## src/rtl/sram_ctrl_pkg.sv

```systemverilog
`timescale 1ns/1ps
package sram_ctrl_pkg;

  typedef enum logic [6:0] {
    ST_IDLE      = 7'b0000001,
    ST_RD_ACCESS = 7'b0000010,
    ST_WR_TURN   = 7'b0000100,
    ST_WR_PULSE  = 7'b0001000,
    ST_WR_HOLD   = 7'b0010000,
    ST_STANDBY   = 7'b0100000,
    ST_RECOVER   = 7'b1000000
  } ctrl_state_e;

  typedef struct packed {
    logic cs1_n;
    logic cs2;
    logic we_n;
    logic oe_n;
    logic dq_oe;
  } pin_ctl_t;

  // nanoseconds to clock cycles, rounded up, never below one
  function automatic int unsigned ns_to_cyc(int unsigned ns, int unsigned clk_ns);
    int unsigned q;
    q = (ns + clk_ns - 1) / clk_ns;
    return (q == 0) ? 1 : q;
  endfunction

  function automatic int unsigned max2(int unsigned a, int unsigned b);
    return (a > b) ? a : b;
  endfunction

  // a minus b, but at least one
  function automatic int unsigned rem_min1(int unsigned a, int unsigned b);
    return (a > b) ? (a - b) : 1;
  endfunction

  // pin levels belonging to each state
  function automatic pin_ctl_t pins_for(ctrl_state_e s);
    pin_ctl_t p;
    p.cs1_n = 1'b0;
    p.cs2   = 1'b1;
    p.we_n  = 1'b1;
    p.oe_n  = 1'b1;
    p.dq_oe = 1'b0;
    case (s)
      ST_RD_ACCESS: p.oe_n = 1'b0;
      ST_WR_TURN:   p.we_n = 1'b0;
      ST_WR_PULSE: begin
        p.we_n  = 1'b0;
        p.dq_oe = 1'b1;
      end
      ST_WR_HOLD:   p.dq_oe = 1'b1;
      ST_STANDBY, ST_RECOVER: begin
        p.cs1_n = 1'b1;
        p.cs2   = 1'b0;
      end
      default: ;
    endcase
    return p;
  endfunction

endpackage

```

## src/rtl/sram_seq_fsm.sv

```systemverilog
`timescale 1ns/1ps
module sram_seq_fsm
  import sram_ctrl_pkg::*;
#(
  parameter int unsigned RD_CYC    = 10,
  parameter int unsigned TURN_CYC  = 4,
  parameter int unsigned PULSE_CYC = 5,
  parameter int unsigned HOLD_CYC  = 1,
  parameter int unsigned REC_CYC   = 10
) (
  input  logic        clk,
  input  logic        rst_n,
  input  logic        req_fire,
  input  logic        req_write,
  input  logic        sleep_req,
  output ctrl_state_e state_q,
  output ctrl_state_e state_d,
  output logic        step_last
);

  localparam int unsigned MAXC = max2(max2(RD_CYC, REC_CYC),
                                      max2(max2(TURN_CYC, PULSE_CYC), HOLD_CYC));
  localparam int unsigned CW   = $clog2(MAXC + 1);

  logic [CW-1:0] cnt_q;
  logic [CW-1:0] cnt_load;

  assign step_last = (cnt_q == '0);

  always_comb begin
    state_d = state_q;
    case (state_q)
      ST_IDLE: begin
        if (sleep_req)     state_d = ST_STANDBY;
        else if (req_fire) state_d = req_write ? ST_WR_TURN : ST_RD_ACCESS;
      end
      ST_RD_ACCESS: if (step_last) state_d = ST_IDLE;
      ST_WR_TURN:   if (step_last) state_d = ST_WR_PULSE;
      ST_WR_PULSE:  if (step_last) state_d = ST_WR_HOLD;
      ST_WR_HOLD:   if (step_last) state_d = ST_IDLE;
      ST_STANDBY:   if (!sleep_req) state_d = ST_RECOVER;
      ST_RECOVER:   if (step_last) state_d = ST_IDLE;
      default:      state_d = ST_IDLE;
    endcase
  end

  // cycles still to spend in the state about to be entered, minus one
  always_comb begin
    case (state_d)
      ST_RD_ACCESS: cnt_load = CW'(RD_CYC - 1);
      ST_WR_TURN:   cnt_load = CW'(TURN_CYC - 1);
      ST_WR_PULSE:  cnt_load = CW'(PULSE_CYC - 1);
      ST_WR_HOLD:   cnt_load = CW'(HOLD_CYC - 1);
      ST_RECOVER:   cnt_load = CW'(REC_CYC - 1);
      default:      cnt_load = '0;
    endcase
  end

  always_ff @(posedge clk or negedge rst_n) begin
    if (!rst_n) begin
      state_q <= ST_IDLE;
      cnt_q   <= '0;
    end else begin
      state_q <= state_d;
      if (state_d != state_q)  cnt_q <= cnt_load;
      else if (cnt_q != '0)    cnt_q <= cnt_q - 1'b1;
    end
  end

endmodule

```

## src/rtl/sram_pin_driver.sv

```systemverilog
`timescale 1ns/1ps
module sram_pin_driver
  import sram_ctrl_pkg::*;
#(
  parameter int unsigned ADDR_W = 17,
  parameter int unsigned DATA_W = 8
) (
  input  logic              clk,
  input  logic              rst_n,
  input  ctrl_state_e       state_d,
  input  logic              req_fire,
  input  logic [ADDR_W-1:0] req_addr,
  input  logic [DATA_W-1:0] req_wdata,
  output logic              ram_cs1_n,
  output logic              ram_cs2,
  output logic              ram_we_n,
  output logic              ram_oe_n,
  output logic              ram_dq_oe,
  output logic [ADDR_W-1:0] ram_addr,
  output logic [DATA_W-1:0] ram_dq_o
);

  pin_ctl_t pin_d;
  pin_ctl_t pin_q;

  // registered from the next state so every strobe lines up with its state and cannot glitch
  assign pin_d = pins_for(state_d);

  always_ff @(posedge clk or negedge rst_n) begin
    if (!rst_n) begin
      pin_q <= pins_for(ST_IDLE);
    end else begin
      pin_q <= pin_d;
    end
  end

  // address and data change only when a request is taken
  always_ff @(posedge clk or negedge rst_n) begin
    if (!rst_n) begin
      ram_addr <= '0;
      ram_dq_o <= '0;
    end else if (req_fire) begin
      ram_addr <= req_addr;
      ram_dq_o <= req_wdata;
    end
  end

  assign ram_cs1_n = pin_q.cs1_n;
  assign ram_cs2   = pin_q.cs2;
  assign ram_we_n  = pin_q.we_n;
  assign ram_oe_n  = pin_q.oe_n;
  assign ram_dq_oe = pin_q.dq_oe;

endmodule

```

## src/rtl/sram_rd_capture.sv

```systemverilog
`timescale 1ns/1ps
module sram_rd_capture #(
  parameter int unsigned DATA_W = 8
) (
  input  logic              clk,
  input  logic              rst_n,
  input  logic              capture_en,
  input  logic [DATA_W-1:0] ram_dq_i,
  output logic              rsp_valid,
  output logic [DATA_W-1:0] rsp_data
);

  always_ff @(posedge clk or negedge rst_n) begin
    if (!rst_n) begin
      rsp_valid <= 1'b0;
      rsp_data  <= '0;
    end else begin
      rsp_valid <= capture_en;
      if (capture_en) rsp_data <= ram_dq_i;
    end
  end

endmodule

```

## src/rtl/sram_strobe_ctrl.sv

```systemverilog
`timescale 1ns/1ps
module sram_strobe_ctrl
  import sram_ctrl_pkg::*;
#(
  parameter int unsigned ADDR_W    = 17,
  parameter int unsigned DATA_W    = 8,
  parameter int unsigned CLK_NS    = 4,
  parameter int unsigned T_RC_NS   = 40,
  parameter int unsigned T_AA_NS   = 40,
  parameter int unsigned T_OE_NS   = 12,
  parameter int unsigned T_WC_NS   = 35,
  parameter int unsigned T_WP_NS   = 28,
  parameter int unsigned T_AW_NS   = 28,
  parameter int unsigned T_DS_NS   = 18,
  parameter int unsigned T_AH_NS   = 3,
  parameter int unsigned T_OEZ_NS  = 10,
  parameter int unsigned T_WEZ_NS  = 15
) (
  input  logic              clk,
  input  logic              rst_n,
  input  logic              req_valid,
  output logic              req_ready,
  input  logic              req_write,
  input  logic [ADDR_W-1:0] req_addr,
  input  logic [DATA_W-1:0] req_wdata,
  output logic              rsp_valid,
  output logic [DATA_W-1:0] rsp_data,
  input  logic              sleep_req,
  output logic              ram_cs1_n,
  output logic              ram_cs2,
  output logic              ram_we_n,
  output logic              ram_oe_n,
  output logic [ADDR_W-1:0] ram_addr,
  output logic [DATA_W-1:0] ram_dq_o,
  output logic              ram_dq_oe,
  input  logic [DATA_W-1:0] ram_dq_i
);

  // cycle counts derived from the nanosecond limits
  localparam int unsigned RD_CYC    = max2(ns_to_cyc(T_RC_NS, CLK_NS),
                                           max2(ns_to_cyc(T_AA_NS, CLK_NS),
                                                ns_to_cyc(T_OE_NS, CLK_NS)));
  localparam int unsigned TURN_CYC  = max2(ns_to_cyc(T_WEZ_NS, CLK_NS),
                                           ns_to_cyc(T_OEZ_NS, CLK_NS));
  localparam int unsigned PULSE_CYC = max2(ns_to_cyc(T_DS_NS, CLK_NS),
                                           max2(rem_min1(ns_to_cyc(T_WP_NS, CLK_NS), TURN_CYC),
                                                rem_min1(ns_to_cyc(T_AW_NS, CLK_NS), TURN_CYC)));
  localparam int unsigned HOLD_CYC  = max2(ns_to_cyc(T_AH_NS, CLK_NS),
                                           rem_min1(ns_to_cyc(T_WC_NS, CLK_NS),
                                                    TURN_CYC + PULSE_CYC));
  localparam int unsigned REC_CYC   = ns_to_cyc(T_RC_NS, CLK_NS);

  ctrl_state_e state_q;
  ctrl_state_e state_d;
  logic        step_last;
  logic        req_fire;
  logic        capture_en;

  assign req_ready  = (state_q == ST_IDLE) && !sleep_req;
  assign req_fire   = req_valid && req_ready;
  assign capture_en = (state_q == ST_RD_ACCESS) && step_last;

  sram_seq_fsm #(
    .RD_CYC   (RD_CYC),
    .TURN_CYC (TURN_CYC),
    .PULSE_CYC(PULSE_CYC),
    .HOLD_CYC (HOLD_CYC),
    .REC_CYC  (REC_CYC)
  ) u_fsm (
    .clk      (clk),
    .rst_n    (rst_n),
    .req_fire (req_fire),
    .req_write(req_write),
    .sleep_req(sleep_req),
    .state_q  (state_q),
    .state_d  (state_d),
    .step_last(step_last)
  );

  sram_pin_driver #(
    .ADDR_W(ADDR_W),
    .DATA_W(DATA_W)
  ) u_pins (
    .clk      (clk),
    .rst_n    (rst_n),
    .state_d  (state_d),
    .req_fire (req_fire),
    .req_addr (req_addr),
    .req_wdata(req_wdata),
    .ram_cs1_n(ram_cs1_n),
    .ram_cs2  (ram_cs2),
    .ram_we_n (ram_we_n),
    .ram_oe_n (ram_oe_n),
    .ram_dq_oe(ram_dq_oe),
    .ram_addr (ram_addr),
    .ram_dq_o (ram_dq_o)
  );

  sram_rd_capture #(
    .DATA_W(DATA_W)
  ) u_cap (
    .clk       (clk),
    .rst_n     (rst_n),
    .capture_en(capture_en),
    .ram_dq_i  (ram_dq_i),
    .rsp_valid (rsp_valid),
    .rsp_data  (rsp_data)
  );

endmodule

```

## config.mk

```make
export PLATFORM = sky130hd
export DESIGN_NAME = sram_strobe_ctrl
export DESIGN_NICKNAME = d
export VERILOG_FILES = /design/src/rtl/sram_ctrl_pkg.sv /design/src/rtl/sram_seq_fsm.sv /design/src/rtl/sram_pin_driver.sv /design/src/rtl/sram_rd_capture.sv /design/src/rtl/sram_strobe_ctrl.sv
export SDC_FILE = /design/constraint.sdc
export NUM_CORES = 1
export LEC_CHECK = 0
export BUFFER_PORTS_ARGS = -buffer_cell sky130_fd_sc_hd__buf_2
export CAP_MARGIN = 10
export CORE_ASPECT_RATIO = 0.6
export CORE_MARGIN = 2
export CORE_UTILIZATION = 35
export DETAILED_ROUTE_END_ITERATION = 16
export PLACE_DENSITY = 0.71
export SKIP_CTS_REPAIR_TIMING = 1
export SYNTH_ARGS = -nofsm -noshare
export SYNTH_HDL_FRONTEND = slang
export SYNTH_SLANG_ARGS = --single-unit
```

## constraint.sdc

```tcl
create_clock -name clk -period 3.2 [get_ports clk]
set_input_delay 0.32 -clock clk [delete_from_list [all_inputs] [get_ports clk]]
set_output_delay 0.32 -clock clk [all_outputs]
set_load 0.1 [all_outputs]
```

==> reports/metrics.cfg, run 1 <==
[floorplanning]
boundaryPins=78
dieArea_um2=7373
start_util_pct=35.64
core-area_um2=6561
die_y_um=67.32
rows=23
die_x_um=109.5

[placed_design]
dp_hpwl_mm=3.787
port_buffers=77
gp_congestion=0.9447
place_inst=413

[global_route]
grt_pass1_wl_mm=8.259
antenna_found_initial=0
grt_pass1_vias=1667
gr-total-overflow=0
grt_max_degree=30
track_usage_pct=14.53

[detailed_routing]
drt-total-wl_mm=5.224
dr.pass1.iters=4
vias=1988
drtIter0Drc=194
post_drt_via_cell_ratio=4.722
postRouteAntennaNets=0
wl_per_cell_um=12.41
drc_errors=0

[synth]
synthesis.nets=299
yosys.cell_types.count=51
synth_area_leaders=dfrtp_1 (49%), nand2_1 (18%), dfstp_2 (4.5%), nor2_1 (1.9%), mux2i_1 (1.7%)
ys.flop_type=dfrtp_1
ys_ff_latch=50
avgSynthCellArea_um2=8.994
syn_inst=260
yosys_warnings=0
yosysSeqAreaShare_pct=53.72
syn_area_um2=2338
synth-edff-count=0
post-synth-top-area-cell=dfrtp_1
synth_top_area_share_pct=49.22
async_flop_share_pct=100.0

[sta]
skew_ps=5.018
slew_headroom_pct=61.57
fin_setup_tns_ps=0
hold_violations=0
period_minus_slack_ps=2327
rsz0062_at_grt=false
tightest_slew_ps=576.5
period_share_pct=72.73
fmax_ghz=0.4297
setup_violations=0
slew_violations=0

[min_path]
hp-class=input port to async pin

[cts]
cts_buffers=5
clkSlewWorstSetupHoldPaths_ps=80
clk_path_buf_depth=2
cts.htree.levels=2
cts_root_buf=clkbuf_8
tritoncts=done
clock-sinks=50
clkLatencyLatePin_ps=300

[worst_setup_path]
crit_family=simple AND/OR/NAND/NOR gates
path_cells=nor4_2 > o211ai_1 > o22ai_1 > mux2_1 > and4_1 > a22o_1
path_max_fanout=12
cp_slowest_cell=dfrtp_1
end_kind=flop
crit_type=flop to flop
critPathBufInv=0
worst_ep_arrival_time_ps=2520
crit_required_ps=3390
slowest_delay_ps=560
cp-start-kind=flop

[cells_and_area]
fin_nets=372
final_common_cell=nand2_1
syn2layout_area_growth_pct=22.63
drive_above_1_share_pct=31.44
stdcell_count=421
layout_common_cells=nand2_1 (111), buf_2 (77), dfrtp_1 (46)
antennaDiodeCount=0

[outcome]
status=finished clean

[flow_run]
cap_violations=0

[kinds of logic after synthesis]
logic type               count (synthesis)  synth area share [%]
buffers and inverters                   21                 4.869
adder cells (fa/ha/maj)                  1                0.5350
flip-flops                              50                 53.72
XOR/XNOR                                 2                0.7492
AO/OA/AOI/OAI                           25                 7.117
AND/OR/NAND/NOR                        156                 30.82
multiplexers                             5                 2.194
[cell usage after synthesis, types with 2 or more instances]
cell type,n
inv_1,6
nand2_1,111
a21oi_1,4
dfstp_2,4
o21ai_0,7
buf_2,7
nor2b_1,2
nand2b_1,3
buf_6,3
mux2i_1,4
xor2_1,2
nor2_1,12
dfrtp_1,46
or3_1,2
o22ai_1,3
nor3_1,4
or2_2,2
clkbuf_1,3
nand3_1,2
o211ai_1,2
[path summary, 6_finish.rpt]
kind / startpoint / to / slack, ps / cells after the start
max: u_fsm.state_q[5] / u_fsm.cnt_q[1] / 870 / 6
min: rst_n / u_pins.ram_cs1_n / 10 / 1
max reg2reg: u_fsm.state_q[5] / u_fsm.cnt_q[1] / 870 / 6
min reg2reg: u_pins.ram_addr[0] / u_pins.ram_addr[0] / 470 / 2
max in group asynchronous: rst_n / u_pins.ram_oe_n / 2390 / 2
min in group clk: req_wdata[2] / u_pins.ram_dq_o[2] / 210 / 3
[final cells by class]
cell class	instances	area, um^2
Clock inverter	1	5.005
Tap cell	87	108.9
Timing Repair Buffer	80	407.9
Sequential cell	50	1256
Inverter	7	26.28
Multi-Input combinational cell	189	977.2
Fill cell	667	3694
Clock buffer	7	86.33
[sequential cells by signal, indices dropped and copies added (netlist names)]
name / flops
u_fsm.cnt_q: 4
u_cap.rsp_data: 8
u_pins.ram_dq_oe: 1
u_pins.ram_addr: 17
u_pins.ram_oe_n: 1
u_pins.ram_cs2: 1
u_pins.ram_dq_o: 8
u_pins.ram_we_n: 1
u_cap.rsp_valid: 1
u_fsm.state_q: 7
u_pins.ram_cs1_n: 1
[per-layer routing]
| metal | global-route usage [%] | share of wire, % | vias up |
|---|---|---|---|
| li1 | - | - | 994 |
| met1 | 22.65 | 52 | 917 |
| met2 | 19.21 | 40 | 75 |
| met3 | 4.826 | 7.9 | 2 |
| met4 | 2.848 | 0.23 | 0 |
| met5 | 0 | 0 | - |
[per-stage QoR]
stage / hold slack [ps] / util (%) / setup WS [ps] / instance area [um^2]
after detailed placement: 352.7 / 42.32 / 861.2 / 2776
after floorplan: 24.41 / - / 241.6 / 2345
after global placement: 356.8 / 42.32 / 1023 / 2776
final: 12.28 / 43.71 / 872.6 / 2868
after CTS: 20.37 / 43.71 / 868.0 / 2868
after global routing: 47.75 / 43.71 / 702.8 / 2868
Power of run 1 is not shown: default switching activity piles up to over one toggle a cycle in this logic, so the estimate is an artifact.
==> run 2, diff against run 1 <==
--- a/config.mk
+++ b/config.mk
@@ -5,6 +5,7 @@
 export SDC_FILE = /design/constraint.sdc
 export NUM_CORES = 1
 export LEC_CHECK = 0
+export ABC_AREA = 1
 export BUFFER_PORTS_ARGS = -buffer_cell sky130_fd_sc_hd__buf_2
 export CAP_MARGIN = 10
 export CORE_ASPECT_RATIO = 0.6
==> constraint.sdc (replaced) <==
create_clock -name clk -period 2.3 [get_ports clk]
set_input_delay 0.23 -clock clk [delete_from_list [all_inputs] [get_ports clk]]
set_output_delay 0.23 -clock clk [all_outputs]
set_load 0.1 [all_outputs]
==> reports/metrics.cfg, run 2 <==
[synth]
syn_area_um2=2250  ; -3.8%
synthesis.nets=264  ; -12%
yosys.cell_types.count=23  ; -55%
avgSynthCellArea_um2=9.998  ; +11%
post-synth-top-area-cell=dfrtp_1
syn_inst=225  ; -13%
synth.most_common_cell=nand2_1
ys_ff_latch=50  ; unchanged
ys.flop_type=dfrtp_1
synth_top_area_share_pct=51.17  ; +1.9 points
synth_area_leaders=dfrtp_1 (51%), mux2_2 (13%), nand2_1 (11%), dfstp_2 (4.7%), inv_1 (3.0%)
async_flop_share_pct=100.0  ; unchanged
synth-edff-count=0  ; unchanged
synthTopCellsByCount=nand2_1 (63), dfrtp_1 (46), mux2_2 (25)
yosysSeqAreaShare_pct=55.84  ; +2.1 points
yosys_warnings=0  ; unchanged

[global_route]
antenna_found_initial=0  ; unchanged
grt_max_degree=39  ; +30%
gr-total-overflow=0  ; unchanged
track_usage_pct=14.53  ; about the same
grt_pass1_wl_mm=7.928  ; -4.0%
grt_pass1_vias=1657  ; -0.60%

[cells_and_area]
largest_register_ffs=17  ; unchanged
largest_register=u_pins.ram_addr
multi_input_area_um2=904.6  ; -7.4%
layout_common_cells=buf_2 (77), nand2_1 (63), dfrtp_1 (46)
final_common_cell=buf_2
fillers=600  ; -10%
top_regs=u_pins.ram_addr: 17 flops, u_cap.rsp_data: 8 flops, u_pins.ram_dq_o: 8 flops
syn2layout_area_growth_pct=26.59
drive_above_1_share_pct=45.34  ; +14 points
fin_nets=349  ; -6.2%
antennaDiodeCount=0  ; unchanged
register_area_um2=1256  ; unchanged

[detailed_routing]
drc_errors=0  ; unchanged
wl_per_cell_um=12.73  ; +2.6%
post_drt_via_cell_ratio=4.595  ; -2.7%
postRouteAntennaNets=0  ; unchanged
dr.pass1.iters=5  ; +1
drt-total-wl_mm=5.027  ; -3.8%
drtIter0Drc=134  ; -31%
vias=1815  ; -8.7%

[worst_setup_path]
crit_type=flop to flop
rrSetupSlack_ps=200  ; -680 ps
cp-start-kind=flop
crit_required_ps=2500  ; -890 ps
r2r.worst_path.cells=12  ; +6
worst_ep_arrival_time_ps=2300  ; -220 ps
r2r-start=u_fsm.cnt_q[0]
regToRegEndpoint=u_fsm.cnt_q[2]
end_kind=flop
path_max_fanout=10  ; -2

[cts]
cts_root_buf=clkbuf_8
tritoncts=done
clock-sinks=50  ; unchanged
clkSlewWorstSetupHoldPaths_ps=100  ; +20 ps
cts.htree.levels=2  ; unchanged
clk_path_buf_depth=2  ; unchanged
cts_buffers=5  ; unchanged
clkLatencyLatePin_ps=300  ; about the same

[floorplanning]
dieArea_um2=7106  ; -3.6%
start_util_pct=36.49  ; +0.84 points
die_y_um=66.10  ; -1.8%
boundaryPins=78  ; unchanged
core-area_um2=6166  ; -6.0%
rows=22  ; -4.3%
die_x_um=107.5  ; -1.8%

[min_path]
hold_depth=3
worstHoldStart=ram_dq_i[6]
hp-class=input port to flop
min_to=u_cap.rsp_data[6]

[outcome]
status=finished clean

[sta]
slew_headroom_pct=60.87  ; -0.70 points
slew_violations=0  ; unchanged
rsz0062_at_grt=false
timing.hold.ws_ps=124.0  ; +111.7 ps
period_share_pct=91.48  ; +19 points
tightest_slew_ps=585.0  ; +8.444 ps
skew_ps=13.84  ; +8.819 ps
period_minus_slack_ps=2104  ; -223.4 ps
fmax_ghz=0.4753  ; +11%
hold_violations=0  ; unchanged
setup_violations=0  ; unchanged
fin_setup_tns_ps=0  ; unchanged

[placed_design]
gp_congestion=0.9594  ; +1.6%
port_buffers=77  ; unchanged
dp_hpwl_mm=3.878  ; +2.4%

[flow_run]
cap_violations=0  ; unchanged

-- run 2: logic make-up (layout without fill, tap and decap cells) --
family	count (synthesis)	after routing	share of synthesized area, %
and+or+nand+nor	118	118	24.69
DFF	50	50	55.84
adders and majority gates	1	1	0.5561
xor gates and xnor gates	1	1	0.3894
AOI/OAI and AO/OA	7	7	2.058
muxes	25	25	12.51
buffers and inverters	23	109	3.949
-- run 2: through the flow --
stage,instance area [um^2],util (%),cells,setup slack [ps]
floorplan,2250,-,225,17.69
global placement,2745,44.52,386,264.5
detailed placement,2745,44.52,386,223.5
CTS,2838,46.02,394,213.6
global route,2848,46.19,395,20.41
finish,2848,46.19,395,196.0
-- run 2: how the worst max path moves through the flow --
stage,startpoint,cells after the start,end
after floorplan,u_fsm.state_q[0],7,u_pins.ram_addr[10]
after global placement,u_fsm.cnt_q[0],12,u_fsm.cnt_q[2]
after detailed placement,u_fsm.cnt_q[0],12,u_fsm.cnt_q[2]
after CTS,u_fsm.cnt_q[0],12,u_fsm.cnt_q[2]
after global routing,u_fsm.cnt_q[1],12,u_fsm.cnt_q[2]
final,u_fsm.cnt_q[0],12,u_fsm.cnt_q[2]
-- run 2: layer usage --
metal,global-route usage [%],wire [um],vias to the layer above
li1,-,-,894
met1,21.10,2490,831
met2,19.03,1943,86
met3,6.601,562,4
met4,4.327,32,0
met5,0,0,-
-- run 2: layout make-up --
cell class | count | area share, %
Timing Repair Buffer | 80 | 14.41
Clock buffer | 5 | 2.417
Multi-Input combinational cell | 152 | 31.77
Inverter | 21 | 2.768
Tap cell | 84 | 3.691
Sequential cell | 50 | 44.11
Clock inverter | 3 | 0.8348
-- run 2: worst max-delay path, cell delays in order, from the launching register on --
cell	delay, ps
dfrtp_1	350
inv_1	70
ha_1	220
nand2_1	140
nor2_4	80
inv_1	160
nand3_1	150
nand3_1	110
nand2_1	80
nor3_4	220
nand2_2	130
nor3_1	200
nor2_1	60
Power of run 2 is left out for the same reason.
==> run 3, diff against run 2 <==
--- a/config.mk
+++ b/config.mk
@@ -12,8 +12,9 @@
 export CORE_MARGIN = 2
 export CORE_UTILIZATION = 35
 export DETAILED_ROUTE_END_ITERATION = 16
-export PLACE_DENSITY = 0.71
+export PLACE_DENSITY = 0.7
 export SKIP_CTS_REPAIR_TIMING = 1
 export SYNTH_ARGS = -nofsm -noshare
 export SYNTH_HDL_FRONTEND = slang
+export SYNTH_HIERARCHICAL = 1
 export SYNTH_SLANG_ARGS = --single-unit
==> reports/metrics.cfg, run 3 <==
[outcome]
status=finished clean

[cells_and_area]
top_regs=u_pins/ram_addr: 17 flops, u_cap/rsp_data: 8 flops, u_pins/ram_dq_o: 8 flops
drive_above_1_share_pct=33.00  ; -12 points
final_common_cell=nand2_1
stdcell_count=493  ; +25%
antennaDiodeCount=0  ; unchanged
fillers=666  ; +11%
fin_nets=445  ; +28%
syn2layout_area_growth_pct=28.14
largest_register=u_pins/ram_addr
largest_register_ffs=17  ; unchanged
layout_common_cells=nand2_1 (99), buf_2 (77), inv_1 (49)

[synth]
synthesis.nets=359  ; +36%
synth.area.mux_share_pct=0  ; -13 points
synth_fa_ha_area_share_pct=0.4946  ; -0.062 points
synth_top_area_share_pct=45.50  ; -5.7 points
ys.flop_type=dfrtp_1
syn_area_um2=2530  ; +12%
synth_top_family_by_area=simple AND/OR/NAND/NOR gates
ys_ff_latch=50  ; unchanged
synth_area_leaders=dfrtp_1 (45%), nand2_1 (15%), inv_1 (7.3%), o21ai_0 (5.3%), dfstp_2 (4.2%)
avgSynthCellArea_um2=7.906  ; -21%
synthSimpleGateAreaFrac_pct=30.61  ; +5.9 points
synth_compound_area_share_pct=8.408  ; +6.3 points
synth.most_common_cell=nand2_1
synthXorXnorAreaFrac_pct=1.039  ; +0.65 points
synthTopCellsByCount=nand2_1 (99), inv_1 (49), dfrtp_1 (46)
yosys_warnings=6  ; +6
syn_inst=320  ; +42%
yosys.cell_types.count=29  ; +26%
async_flop_share_pct=100.0  ; unchanged
post-synth-top-area-cell=dfrtp_1
synth-edff-count=0  ; unchanged
yosysSeqAreaShare_pct=49.65  ; -6.2 points

[worst_setup_path]
path_cells=inv_2 > nor2_2 > nand3_2 > nor3_4 > inv_1 > nand3_1 > nor2_1 > a21oi_2 > nand2_1 > nand2_1 > nand2_1 > nand4_1 > nand2_1 > nand2_1 > inv_1
cp_slowest_cell=dfstp_2
path_max_fanout=6  ; -4
crit_family=simple AND/OR/NAND/NOR gates
crit_required_ps=2480  ; -20 ps
end_kind=flop
cp-start-kind=flop
crit_type=flop to flop
slowest_delay_ps=600  ; +250 ps
worst_ep_arrival_time_ps=2350  ; +50 ps
crit_top_cell=nand2_1
critPathBufInv=3  ; +1

[sta]
hold_violations=0  ; unchanged
setup_violations=0  ; unchanged
period_share_pct=94.26  ; +2.8 points
slew_violations=0  ; unchanged
period_minus_slack_ps=2168  ; +64.07 ps
tightest_slew_ps=577.8  ; -7.160 ps
fmax_ghz=0.4612  ; -3.0%
slew_headroom_pct=61.48  ; +0.62 points
skew_ps=3.584  ; -10.25 ps

[global_route]
gr-total-overflow=0  ; unchanged
track_usage_pct=15.26  ; +0.73 points
grt_pass1_vias=2083  ; +26%
grt_max_degree=51  ; +31%
grt_pass1_wl_mm=9.763  ; +23%
antenna_found_initial=0  ; unchanged

[cts]
cts.htree.levels=2  ; unchanged
clkSlewWorstSetupHoldPaths_ps=60  ; -40 ps
cts_root_buf=clkbuf_16
clk_path_buf_depth=2  ; unchanged
clkLatencyLatePin_ps=280  ; -20 ps
cts_buffers=5  ; unchanged
tritoncts=done
clock-sinks=50  ; unchanged

[detailed_routing]
vias=2283  ; +26%
drtIter0Drc=130  ; -3.0%
dr.pass1.iters=4  ; -1
drc_errors=0  ; unchanged
wl_per_cell_um=12.19  ; -4.2%
postRouteAntennaNets=0  ; unchanged
post_drt_via_cell_ratio=4.631  ; +0.78%
drt-total-wl_mm=6.010  ; +20%

[floorplanning]
start_util_pct=37.09  ; +0.61 points
die_y_um=69.86  ; +5.7%
die_x_um=113.8  ; +5.8%
boundaryPins=78  ; unchanged
core-area_um2=6820  ; +11%
rows=23  ; +4.5%
dieArea_um2=7947  ; +12%

[placed_design]
place_inst=481  ; +25%
port_buffers=77  ; unchanged
gp_congestion=0.9256  ; -3.5%
dp_hpwl_mm=4.633  ; +19%

[flow_run]
cap_violations=0  ; unchanged

[min_path]
hp-class=input port to flop

[run 3: cell count changes in the layout (fill, tap and decap cells not counted), moves of 4 or more]
cell	delta
nand2_1	+36
buf_4	+4
clkbuf_16	+5
mux2_2	-25
nor2_1	+6
clkbuf_8	-4
inv_1	+31
o21ai_0	+25
[run 3: path summary, 6_finish.rpt]
kind / endpoint / slack, ps / depth (start not counted) / start
max: u_fsm/cnt_q[3] / 130 / 15 / u_fsm/state_q[0]
min: u_cap/rsp_data[2] / 150 / 3 / ram_dq_i[2]
min in group asynchronous: u_pins/ram_addr[14] / 480 / 2 / rst_n
max in group asynchronous: u_cap/rsp_data[7] / 1280 / 3 / rst_n
min reg2reg: u_cap/rsp_data[5] / 470 / 2 / u_cap/rsp_data[5]
max reg2reg: u_fsm/cnt_q[3] / 130 / 15 / u_fsm/state_q[0]
[run 3: routing by layer]
metal	vias to the layer above	GRT usage (%)	routed length (um)
met5	-	0	0
li1	1148	-	-
met3	0	5.642	611
met1	1040	23.04	3006
met4	0	2.304	0
met2	95	21.16	2393
[run 3: cell families (layout without fill, tap and decap cells)]
group | after synthesis | in the layout
compound gates | 37 | 37
fa+ha+maj | 1 | 1
flops | 50 | 50
simple gates | 168 | 168
buf+inv | 61 | 147
xor+xnor | 3 | 3
[run 3: area by class of cell]
cell class | instances | area [um^2] | area share, %
clock inverter | 1 | 30.03 | 0.9263
timing repair buffer | 85 | 460.4 | 14.20
sequential | 50 | 1256 | 38.75
inverter | 55 | 206.4 | 6.368
multi-input combinational | 209 | 1041 | 32.11
tap | 87 | 108.9 | 3.358
clock buffer | 6 | 138.9 | 4.284
[run 3: worst register-to-register path, cell delays in order, from the launching register on]
cell and delay (ps):
dfstp_2 600, inv_2 60, nor2_2 80, nand3_2 100, nor3_4 260, inv_1 100
nand3_1 90, nor2_1 50, a21oi_2 150, nand2_1 120, nand2_1 80, nand2_1 60
nand4_1 160, nand2_1 70, nand2_1 60, inv_1 30
[run 3: per-stage QoR]
stage | hold WS (ps) | setup TNS, ps | setup slack [ps] | util [%] | instance area (um^2)
final | 146.8 | 0 | 132.0 | 47.53 | 3242
after global routing | 154.8 | -44.57 | -34.12 | 47.53 | 3242
after detailed placement | 270.7 | 0 | 197.0 | 44.34 | 3024
after global placement | 258.8 | 0 | 295.9 | 44.34 | 3024
after floorplan | -65.59 | 0 | 42.62 | - | 2530
after CTS | -35.84 | 0 | 179.3 | 46.82 | 3193
Power of run 3 is left out for the same reason.
